<file path="src/rtl/fwd_pkg.sv">
package fwd_pkg;

    localparam int INSTR_W = 32;
    localparam int RA_W    = 5;
    localparam int OPC_W   = 6;
    localparam int OPC_LSB = INSTR_W - OPC_W;
    localparam int RS1_LSB = OPC_LSB - RA_W;
    localparam int RS2_LSB = RS1_LSB - RA_W;
    localparam int RD_LSB  = RS2_LSB - RA_W;

    typedef enum logic [1:0] {
        SEL_RF  = 2'b00,
        SEL_MEM = 2'b01,
        SEL_WB  = 2'b10
    } fwd_sel_e;

    typedef enum logic [3:0] {
        OC_RR,
        OC_IMM,
        OC_LOAD,
        OC_STORE,
        OC_BRANCH,
        OC_JUMP,
        OC_JLINK,
        OC_JREG,
        OC_JREGLINK,
        OC_OTHER
    } op_class_e;

    function automatic op_class_e classify(input logic [OPC_W-1:0] opc);
        op_class_e c;
        c = OC_OTHER;
        unique casez (opc)
            6'b000000: c = OC_RR;
            6'b001???: c = OC_IMM;
            6'b100???: c = OC_LOAD;
            6'b101???: c = OC_STORE;
            6'b000010: c = OC_JUMP;
            6'b000011: c = OC_JLINK;
            6'b00010?: c = OC_BRANCH;
            6'b010010: c = OC_JREG;
            6'b010011: c = OC_JREGLINK;
            default:   c = OC_OTHER;
        endcase
        return c;
    endfunction

endpackage

</file>
<file path="src/rtl/fwd_src_decode.sv">
module fwd_src_decode
    import fwd_pkg::*;
(
    input  logic [INSTR_W-1:0] instr,
    output logic [RA_W-1:0]    rs1,
    output logic [RA_W-1:0]    rs2,
    output logic               ex_use_a,
    output logic               ex_use_b,
    output logic               id_use_a,
    output logic               id_use_b
);

    op_class_e cls;

    always_comb begin
        cls = classify(instr[INSTR_W-1:OPC_LSB]);
        rs1 = instr[RS1_LSB +: RA_W];
        rs2 = instr[RS2_LSB +: RA_W];
        ex_use_a = 1'b0;
        ex_use_b = 1'b0;
        id_use_a = 1'b0;
        id_use_b = 1'b0;
        unique case (cls)
            OC_RR, OC_STORE: begin
                ex_use_a = 1'b1;
                ex_use_b = 1'b1;
                id_use_a = 1'b1;
                id_use_b = 1'b1;
            end
            OC_IMM, OC_LOAD: begin
                ex_use_a = 1'b1;
                id_use_a = 1'b1;
            end
            OC_BRANCH, OC_JREG, OC_JREGLINK: begin
                id_use_a = 1'b1;
            end
            default: begin
            end
        endcase
    end

endmodule

</file>
<file path="src/rtl/fwd_dst_decode.sv">
module fwd_dst_decode
    import fwd_pkg::*;
#(
    parameter int LINK_REG = 31
) (
    input  logic [INSTR_W-1:0] instr,
    output logic               wr,
    output logic [RA_W-1:0]    rd
);

    op_class_e cls;

    always_comb begin
        cls = classify(instr[INSTR_W-1:OPC_LSB]);
        wr  = 1'b0;
        rd  = '0;
        unique case (cls)
            OC_RR: begin
                wr = 1'b1;
                rd = instr[RD_LSB +: RA_W];
            end
            OC_IMM, OC_LOAD: begin
                wr = 1'b1;
                rd = instr[RS2_LSB +: RA_W];
            end
            OC_JLINK, OC_JREGLINK: begin
                wr = 1'b1;
                rd = RA_W'(LINK_REG);
            end
            default: begin
            end
        endcase
    end

endmodule

</file>
<file path="src/rtl/fwd_select.sv">
module fwd_select
    import fwd_pkg::*;
(
    input  logic [RA_W-1:0] src,
    input  logic            used,
    input  logic            mem_wr,
    input  logic [RA_W-1:0] mem_rd,
    input  logic            wb_wr,
    input  logic [RA_W-1:0] wb_rd,
    output fwd_sel_e        sel
);

    logic live;
    logic mem_hit;
    logic wb_hit;

    always_comb begin
        live    = used && (src != '0);
        mem_hit = live && mem_wr && (mem_rd == src);
        wb_hit  = live && wb_wr && (wb_rd == src);
        if (mem_hit)
            sel = SEL_MEM;
        else if (wb_hit)
            sel = SEL_WB;
        else
            sel = SEL_RF;
    end

endmodule

</file>
<file path="src/rtl/fwd_unit.sv">
module fwd_unit
    import fwd_pkg::*;
#(
    parameter int LINK_REG = 31,
    localparam int N_OPND = 2
) (
    input  logic [INSTR_W-1:0] id_instr,
    input  logic [INSTR_W-1:0] ex_instr,
    input  logic [INSTR_W-1:0] mem_instr,
    input  logic [INSTR_W-1:0] wb_instr,
    output logic [1:0]         ex_sel_a,
    output logic [1:0]         ex_sel_b,
    output logic               id_byp_a,
    output logic               id_byp_b
);

    logic [RA_W-1:0] ex_src  [N_OPND];
    logic            ex_use  [N_OPND];
    logic [RA_W-1:0] id_src  [N_OPND];
    logic            id_use  [N_OPND];
    fwd_sel_e        ex_sel  [N_OPND];
    fwd_sel_e        id_sel  [N_OPND];
    logic            ex_idu_a, ex_idu_b;
    logic            id_exu_a, id_exu_b;
    logic            mem_wr, wb_wr;
    logic [RA_W-1:0] mem_rd, wb_rd;

    fwd_src_decode u_ex_src (
        .instr    (ex_instr),
        .rs1      (ex_src[0]),
        .rs2      (ex_src[1]),
        .ex_use_a (ex_use[0]),
        .ex_use_b (ex_use[1]),
        .id_use_a (ex_idu_a),
        .id_use_b (ex_idu_b)
    );

    fwd_src_decode u_id_src (
        .instr    (id_instr),
        .rs1      (id_src[0]),
        .rs2      (id_src[1]),
        .ex_use_a (id_exu_a),
        .ex_use_b (id_exu_b),
        .id_use_a (id_use[0]),
        .id_use_b (id_use[1])
    );

    fwd_dst_decode #(.LINK_REG(LINK_REG)) u_mem_dst (
        .instr (mem_instr),
        .wr    (mem_wr),
        .rd    (mem_rd)
    );

    fwd_dst_decode #(.LINK_REG(LINK_REG)) u_wb_dst (
        .instr (wb_instr),
        .wr    (wb_wr),
        .rd    (wb_rd)
    );

    for (genvar k = 0; k < N_OPND; k++) begin : g_opnd
        fwd_select u_ex_sel (
            .src    (ex_src[k]),
            .used   (ex_use[k]),
            .mem_wr (mem_wr),
            .mem_rd (mem_rd),
            .wb_wr  (wb_wr),
            .wb_rd  (wb_rd),
            .sel    (ex_sel[k])
        );
        // Decode-stage bypass: only the WB result can be pending a write.
        fwd_select u_id_sel (
            .src    (id_src[k]),
            .used   (id_use[k]),
            .mem_wr (1'b0),
            .mem_rd ('0),
            .wb_wr  (wb_wr),
            .wb_rd  (wb_rd),
            .sel    (id_sel[k])
        );
    end

    assign ex_sel_a = ex_sel[0];
    assign ex_sel_b = ex_sel[1];
    assign id_byp_a = (id_sel[0] == SEL_WB);
    assign id_byp_b = (id_sel[1] == SEL_WB);

    always_comb begin
        a_r10_no_code3: assert (ex_sel_a != 2'b11 && ex_sel_b != 2'b11)
            else $error("R10: reserved select code");
        a_r5_zero_src: assert ((ex_sel_a == SEL_RF || ex_src[0] != '0) &&
                               (ex_sel_b == SEL_RF || ex_src[1] != '0) &&
                               (!id_byp_a || id_src[0] != '0) &&
                               (!id_byp_b || id_src[1] != '0))
            else $error("R5: register 0 forwarded");
        a_r6_unused_opnd: assert ((ex_sel_a == SEL_RF || ex_use[0]) &&
                                  (ex_sel_b == SEL_RF || ex_use[1]))
            else $error("R6: forward to an unused operand");
        a_r9_byp_source: assert ((!id_byp_a || (wb_wr && wb_rd == id_src[0])) &&
                                 (!id_byp_b || (wb_wr && wb_rd == id_src[1])))
            else $error("R9: bypass without a WB writer");
        a_r4_mem_first: assert (ex_sel_a != SEL_WB ||
                                !(mem_wr && mem_rd == ex_src[0]))
            else $error("R4: WB chosen over a matching MEM");
    end

endmodule

</file>
<file path="config.mk">
export PLATFORM = sky130hd
export DESIGN_NAME = fwd_unit
export DESIGN_NICKNAME = d
export VERILOG_FILES = /design/src/rtl/fwd_pkg.sv /design/src/rtl/fwd_src_decode.sv /design/src/rtl/fwd_dst_decode.sv /design/src/rtl/fwd_select.sv /design/src/rtl/fwd_unit.sv
export SDC_FILE = /design/constraint.sdc
export NUM_CORES = 1
export LEC_CHECK = 0
export BUFFER_PORTS_ARGS = -buffer_cell sky130_fd_sc_hd__clkbuf_2
export CORE_AREA = 2 2 64 66
export DETAILED_ROUTE_END_ITERATION = 10
export DIE_AREA = 0 0 66 68
export PLACE_DENSITY = 0.75
export SETUP_SLACK_MARGIN = 0.1
export SLEW_MARGIN = 5
export SYNTH_ARGS = -nofsm -noshare
export SYNTH_HDL_FRONTEND = slang
export SYNTH_HIERARCHICAL = 1
export SYNTH_SLANG_ARGS = --single-unit
</file>
<file path="constraint.sdc">
create_clock -name vclk -period 3.4
set_input_delay 1.02 -clock vclk [all_inputs]
set_output_delay 1.02 -clock vclk [all_outputs]
set_load 0.05 [all_outputs]
</file>
==> results of run 1 <==
worst min-delay path, stage by stage:
cell,delay [ns]
clkbuf_2,0.10
o22ai_1,0.11
o21ai_2,0.13
nor3_4,0.07
buf_12,0.14
where the power goes:
part           switching [mW]  internal, mW  total [mW]
clock network               0             0           0
registers                   0             0           0
logic                  0.0882        0.0995       0.188
layout by cell type (no fill, tap or decap), types with 2 or more instances in the layout:
| master | n |
|---|---|
| o22ai_1 | 3 |
| buf_4 | 18 |
| buf_12 | 4 |
| clkbuf_2 | 63 |
| a221o_2 | 10 |
| buf_6 | 5 |
| nand3_1 | 5 |
| xnor2_2 | 2 |
| nand2_1 | 8 |
| nor3_4 | 4 |
| nor4_1 | 4 |
| nor2b_4 | 2 |
| or3_4 | 4 |
| nor2_1 | 8 |
| o21ai_2 | 4 |
| or4_1 | 4 |
| nor3b_1 | 2 |
| nand4_1 | 4 |
| or3_1 | 4 |
| xor2_1 | 16 |
| nor4_4 | 2 |
| nor3_2 | 4 |
| conb_1 | 12 |
| nor3_1 | 2 |
| xnor2_1 | 24 |
| buf_8 | 2 |
| o21a_1 | 3 |
layout make-up:
type,instances,area (sq um),area share
multi-input cells,133,1060,0.610
well taps,50,62.6,0.0359
repair buffers,92,617,0.354
how the worst max path moves through the flow:
stage                 startpoint     endpoint  slack [ns]  depth (start not counted)
floorplan           wb_instr[31]  ex_sel_a[1]       -0.40                          7
global placement    wb_instr[31]     id_byp_a       -0.66                         10
detailed placement  wb_instr[31]     id_byp_b       -0.74                         10
CTS                 wb_instr[31]     id_byp_a       -0.67                         10
global route        wb_instr[31]  ex_sel_a[1]       -0.82                         10
finish              wb_instr[31]  ex_sel_a[1]       -0.65                         10
through the flow:
step                hold WS [ns]   util
floorplan                   2.27      -
global placement            2.55  0.435
detailed placement          2.58  0.435
CTS                         2.58  0.448
global route                2.60  0.452
finish                      2.59  0.452
per-layer routing:
metal	track usage	share of wire	vias to the layer above
met2	0.280	0.54	40
li1	-	-	666
met1	0.169	0.41	596
met3	0.00987	0.048	0
met4	0.00255	0	0
met5	0	0	-
repair_timing:
item	CTS	global route
gates resized for setup	9	4
pin swaps	8	5
endpoints found under the setup margin	6	6
buffers inserted	1	0
==> flow_summary.ini, run 1 <==
[run_status]
status = finished with violations
violations = setup timing

[drt]
routed_wl_microns = 3290
drt-wirelength-per-cell_microns = 11.9
drtIter0Drc = 14
ant_nets = 0
dr.pass1.iters = 4
vias = 1302
avgViaCountPerCell = 4.73
route.detailed.drc = 0

[timing]
fin_crit_ns = 4.05
fin_crit_sh = 1.19
setup_viol = 6
hold_viol = 0
drv_slew = 0
rsz0062_at_grt = true
max_clock_freq_mhz = 247
worst_slack_ns = -0.646
fin_setup_tns_ns = -3.44

[job]
max_cap_viol_count = 0

[setup_path]
crit_arrival_ns = 3.03
cpPeakStageDelay_ns = 0.40
startpoint_type = input port
crit_fanout = 5
crit_path_frequent_cell = buf_6
path_cells = buf_6 -> or3_4 -> nor4_4 -> a221o_2 -> buf_6 -> xor2_1 -> nor4_1 -> nand3_1 -> nor3_4 -> buf_12
slowest_stage = or3_4
endpoint_kind = output pin
crit_type = in -> out
cp.buffers_inverters = 3
crit_family = simple AND/OR/NAND/NOR gates
cp.required_ns = 2.38

[hold_path]
worstHoldEndpoint = ex_sel_b[1]
hold_depth = 5
min_from = ex_instr[30]
min_path_type = in -> out

[power_and_ir_drop]
power_leakage_nw = 0.776
p_per_area_nw_per_um2 = 108
power_mw = 0.188
ir_worst_vdd_mv = 0.0466

[finish]
clock_buffers = 0
finalNonFillerCells = 275
n_antenna_cell = 0
drive_above_1_share = 0.551
seq_cells = 0
nNetsFinal = 355
nFillCells = 394
fin_area_sq_um = 1740
seqCellArea_sq_um = 0
area_growth_pct = 49.0

[floorplan]
start_util = 0.303
die_w_microns = 66
core_sq_um = 3860
boundaryPins = 134
die_y_microns = 68
rows = 23
dieArea_sq_um = 4490

[global_route]
antenna_found_initial = 0
grt_max_degree = 7
overflow = 0
grt_pass1_wl_microns = 5090
grt_use_total = 0.139
grt_pass1_vias = 1219

[place]
place_inst = 274
finalWeightedCongestion = 0.769
port_buffers = 70
dpl_cell_area_sq_um = 1680
hpwl_microns = 3010
dp_slack_ns = -0.745

[synthesis]
ys.warnings.count = 6
syn_inst = 147
synth_area_per_cell_sq_um = 7.96
syn_area_sq_um = 1170

[clock_tree]
cts_hold_buf = 0
No activity file was read; power rests on OpenSTA's default activity.
==> run 2: changes to the inputs <==
--- a/config.mk
+++ b/config.mk
@@ -9,7 +9,7 @@
 export CORE_AREA = 2 2 64 66
 export DETAILED_ROUTE_END_ITERATION = 10
 export DIE_AREA = 0 0 66 68
-export PLACE_DENSITY = 0.75
+export PLACE_DENSITY = 0.79
 export SETUP_SLACK_MARGIN = 0.1
 export SLEW_MARGIN = 5
 export SYNTH_ARGS = -nofsm -noshare
==> run 2 against run 1 <==
Compared with the run above: the run still ends with setup timing left; non-clock buffer count up 8; routed wire length down 6.8%; cell count up 2.9%; first-iteration DRC count up 57%; sequential share of layout area unchanged; cell area up 3.7%; worst hold slack worse by 0.031 ns; combinational power up 3%; worst setup slack worse by 0.071 ns; die area unchanged; global-route usage down 0.39 points; power up 2.6%.
==> flow_summary.ini, run 2 (synthesized netlist as in run 1, its figures left out) <==
[setup_path]
crit_arrival_ns = 3.10
crit_type = in -> out
crit_fanout = 5
cp-startpoint = wb_instr[31]
crit_end = id_byp_b
startpoint_type = input port
endpoint_kind = output pin
cp.required_ns = 2.38

[timing]
worst_slack_ns = -0.717
hold_viol = 0
rsz0062_at_grt = true
fin_crit_sh = 1.21
drv_slew = 0
setup_viol = 6
max_clock_freq_mhz = 243
holdWs_ns = 2.56
fin_crit_ns = 4.12
fin_setup_tns_ns = -3.38

[global_route]
grt_use_total = 0.135
grt_max_degree = 7
grt_pass1_vias = 1231
grt_pass1_wl_microns = 5020
antenna_found_initial = 0
overflow = 0

[drt]
routed_wl_microns = 3060
drtIter0Drc = 22
route.detailed.drc = 0
avgViaCountPerCell = 4.60
vias = 1302
drt-wirelength-per-cell_microns = 10.8
dr.pass1.iters = 4
ant_nets = 0

[clock_tree]
cts_hold_buf = 0

[run_status]
violations = setup timing
status = finished with violations

[finish]
finalNonFillerCells = 283
utilization = 0.469
final_common_cell = clkbuf_2
multi_input_area_sq_um = 1050
n_antenna_cell = 0
nNetsFinal = 363
clock_buffers = 0
area_growth_pct = 54.4
fin_area_sq_um = 1810
seqCellArea_sq_um = 0
drive_above_1_share = 0.562
nFillCells = 384
final_cell_mix = clkbuf_2 (63), xnor2_1 (26), buf_4 (24)
seq_cells = 0

[place]
dpl_cell_area_sq_um = 1730
port_buffers = 70
dp_slack_ns = -0.721
hpwl_microns = 2820
place_inst = 279
finalWeightedCongestion = 0.841

[hold_path]
min_from = ex_instr[30]
min_path_type = in -> out

[power_and_ir_drop]
power_mw = 0.193
p_per_area_nw_per_um2 = 107
ir_worst_vdd_mv = 0.0555
power_leakage_nw = 0.815

[floorplan]
die_y_microns = 68
dieArea_sq_um = 4490
boundaryPins = 134
start_util = 0.303
core_sq_um = 3860
die_w_microns = 66
rows = 23

[job]
max_cap_viol_count = 0
run 2: cell count changes in the layout (fill, tap and decap cells not counted):
cell,before,now
xnor2_1,24,26
nor4_2,0,1
xnor2_2,2,0
buf_12,4,5
buf_4,18,24
buf_8,2,1
buf_6,5,7
nor4_1,4,3
run 2: area by class of cell:
class / instances / share of cell area
multi-input cells: 133 / 0.584
repair buffers: 100 / 0.382
well taps: 50 / 0.0346
run 2: what timing repair did:
| action | 4_1_cts | 5_1_grt |
|---|---|---|
| setup endpoints to repair | 6 | 6 |
| buffers inserted | 3 | 1 |
| gates resized for setup | 6 | 5 |
| pin swaps | 7 | 5 |
run 2: worst min path at each step:
| stage | endpoint | slack, ns | cells after the start |
|---|---|---|---|
| CTS | ex_sel_b[1] | 2.57 | 5 |
| global route | ex_sel_b[1] | 2.59 | 5 |
| global placement | ex_sel_b[1] | 2.55 | 5 |
| detailed placement | ex_sel_b[1] | 2.56 | 5 |
| finish | ex_sel_b[1] | 2.56 | 5 |
| floorplan | ex_sel_a[1] | 2.27 | 3 |
run 2: where the power goes:
| part | switching [mW] | internal, mW |
|---|---|---|
| combinational | 0.0883 | 0.104 |
| sequential | 0 | 0 |
| clock | 0 | 0 |
run 2: critical path, stage by stage:
cell and delay (ns):
buf_6 0.09, or3_4 0.39, nor4_4 0.28, a221o_2 0.26
buf_6 0.11, xor2_1 0.06, nor4_1 0.28, nand3_1 0.15
nor3_2 0.13, nor2b_4 0.18, buf_12 0.14
run 2: layer usage:
metal / up-vias / GRT usage / wire length (microns) / share of wire
met1: 581 / 0.173 / 1290 / 0.42
li1: 683 / - / - / -
met2: 38 / 0.263 / 1620 / 0.53
met3: 0 / 0.00822 / 158 / 0.052
met4: 0 / 0 / 0 / 0
met5: - / 0 / 0 / 0
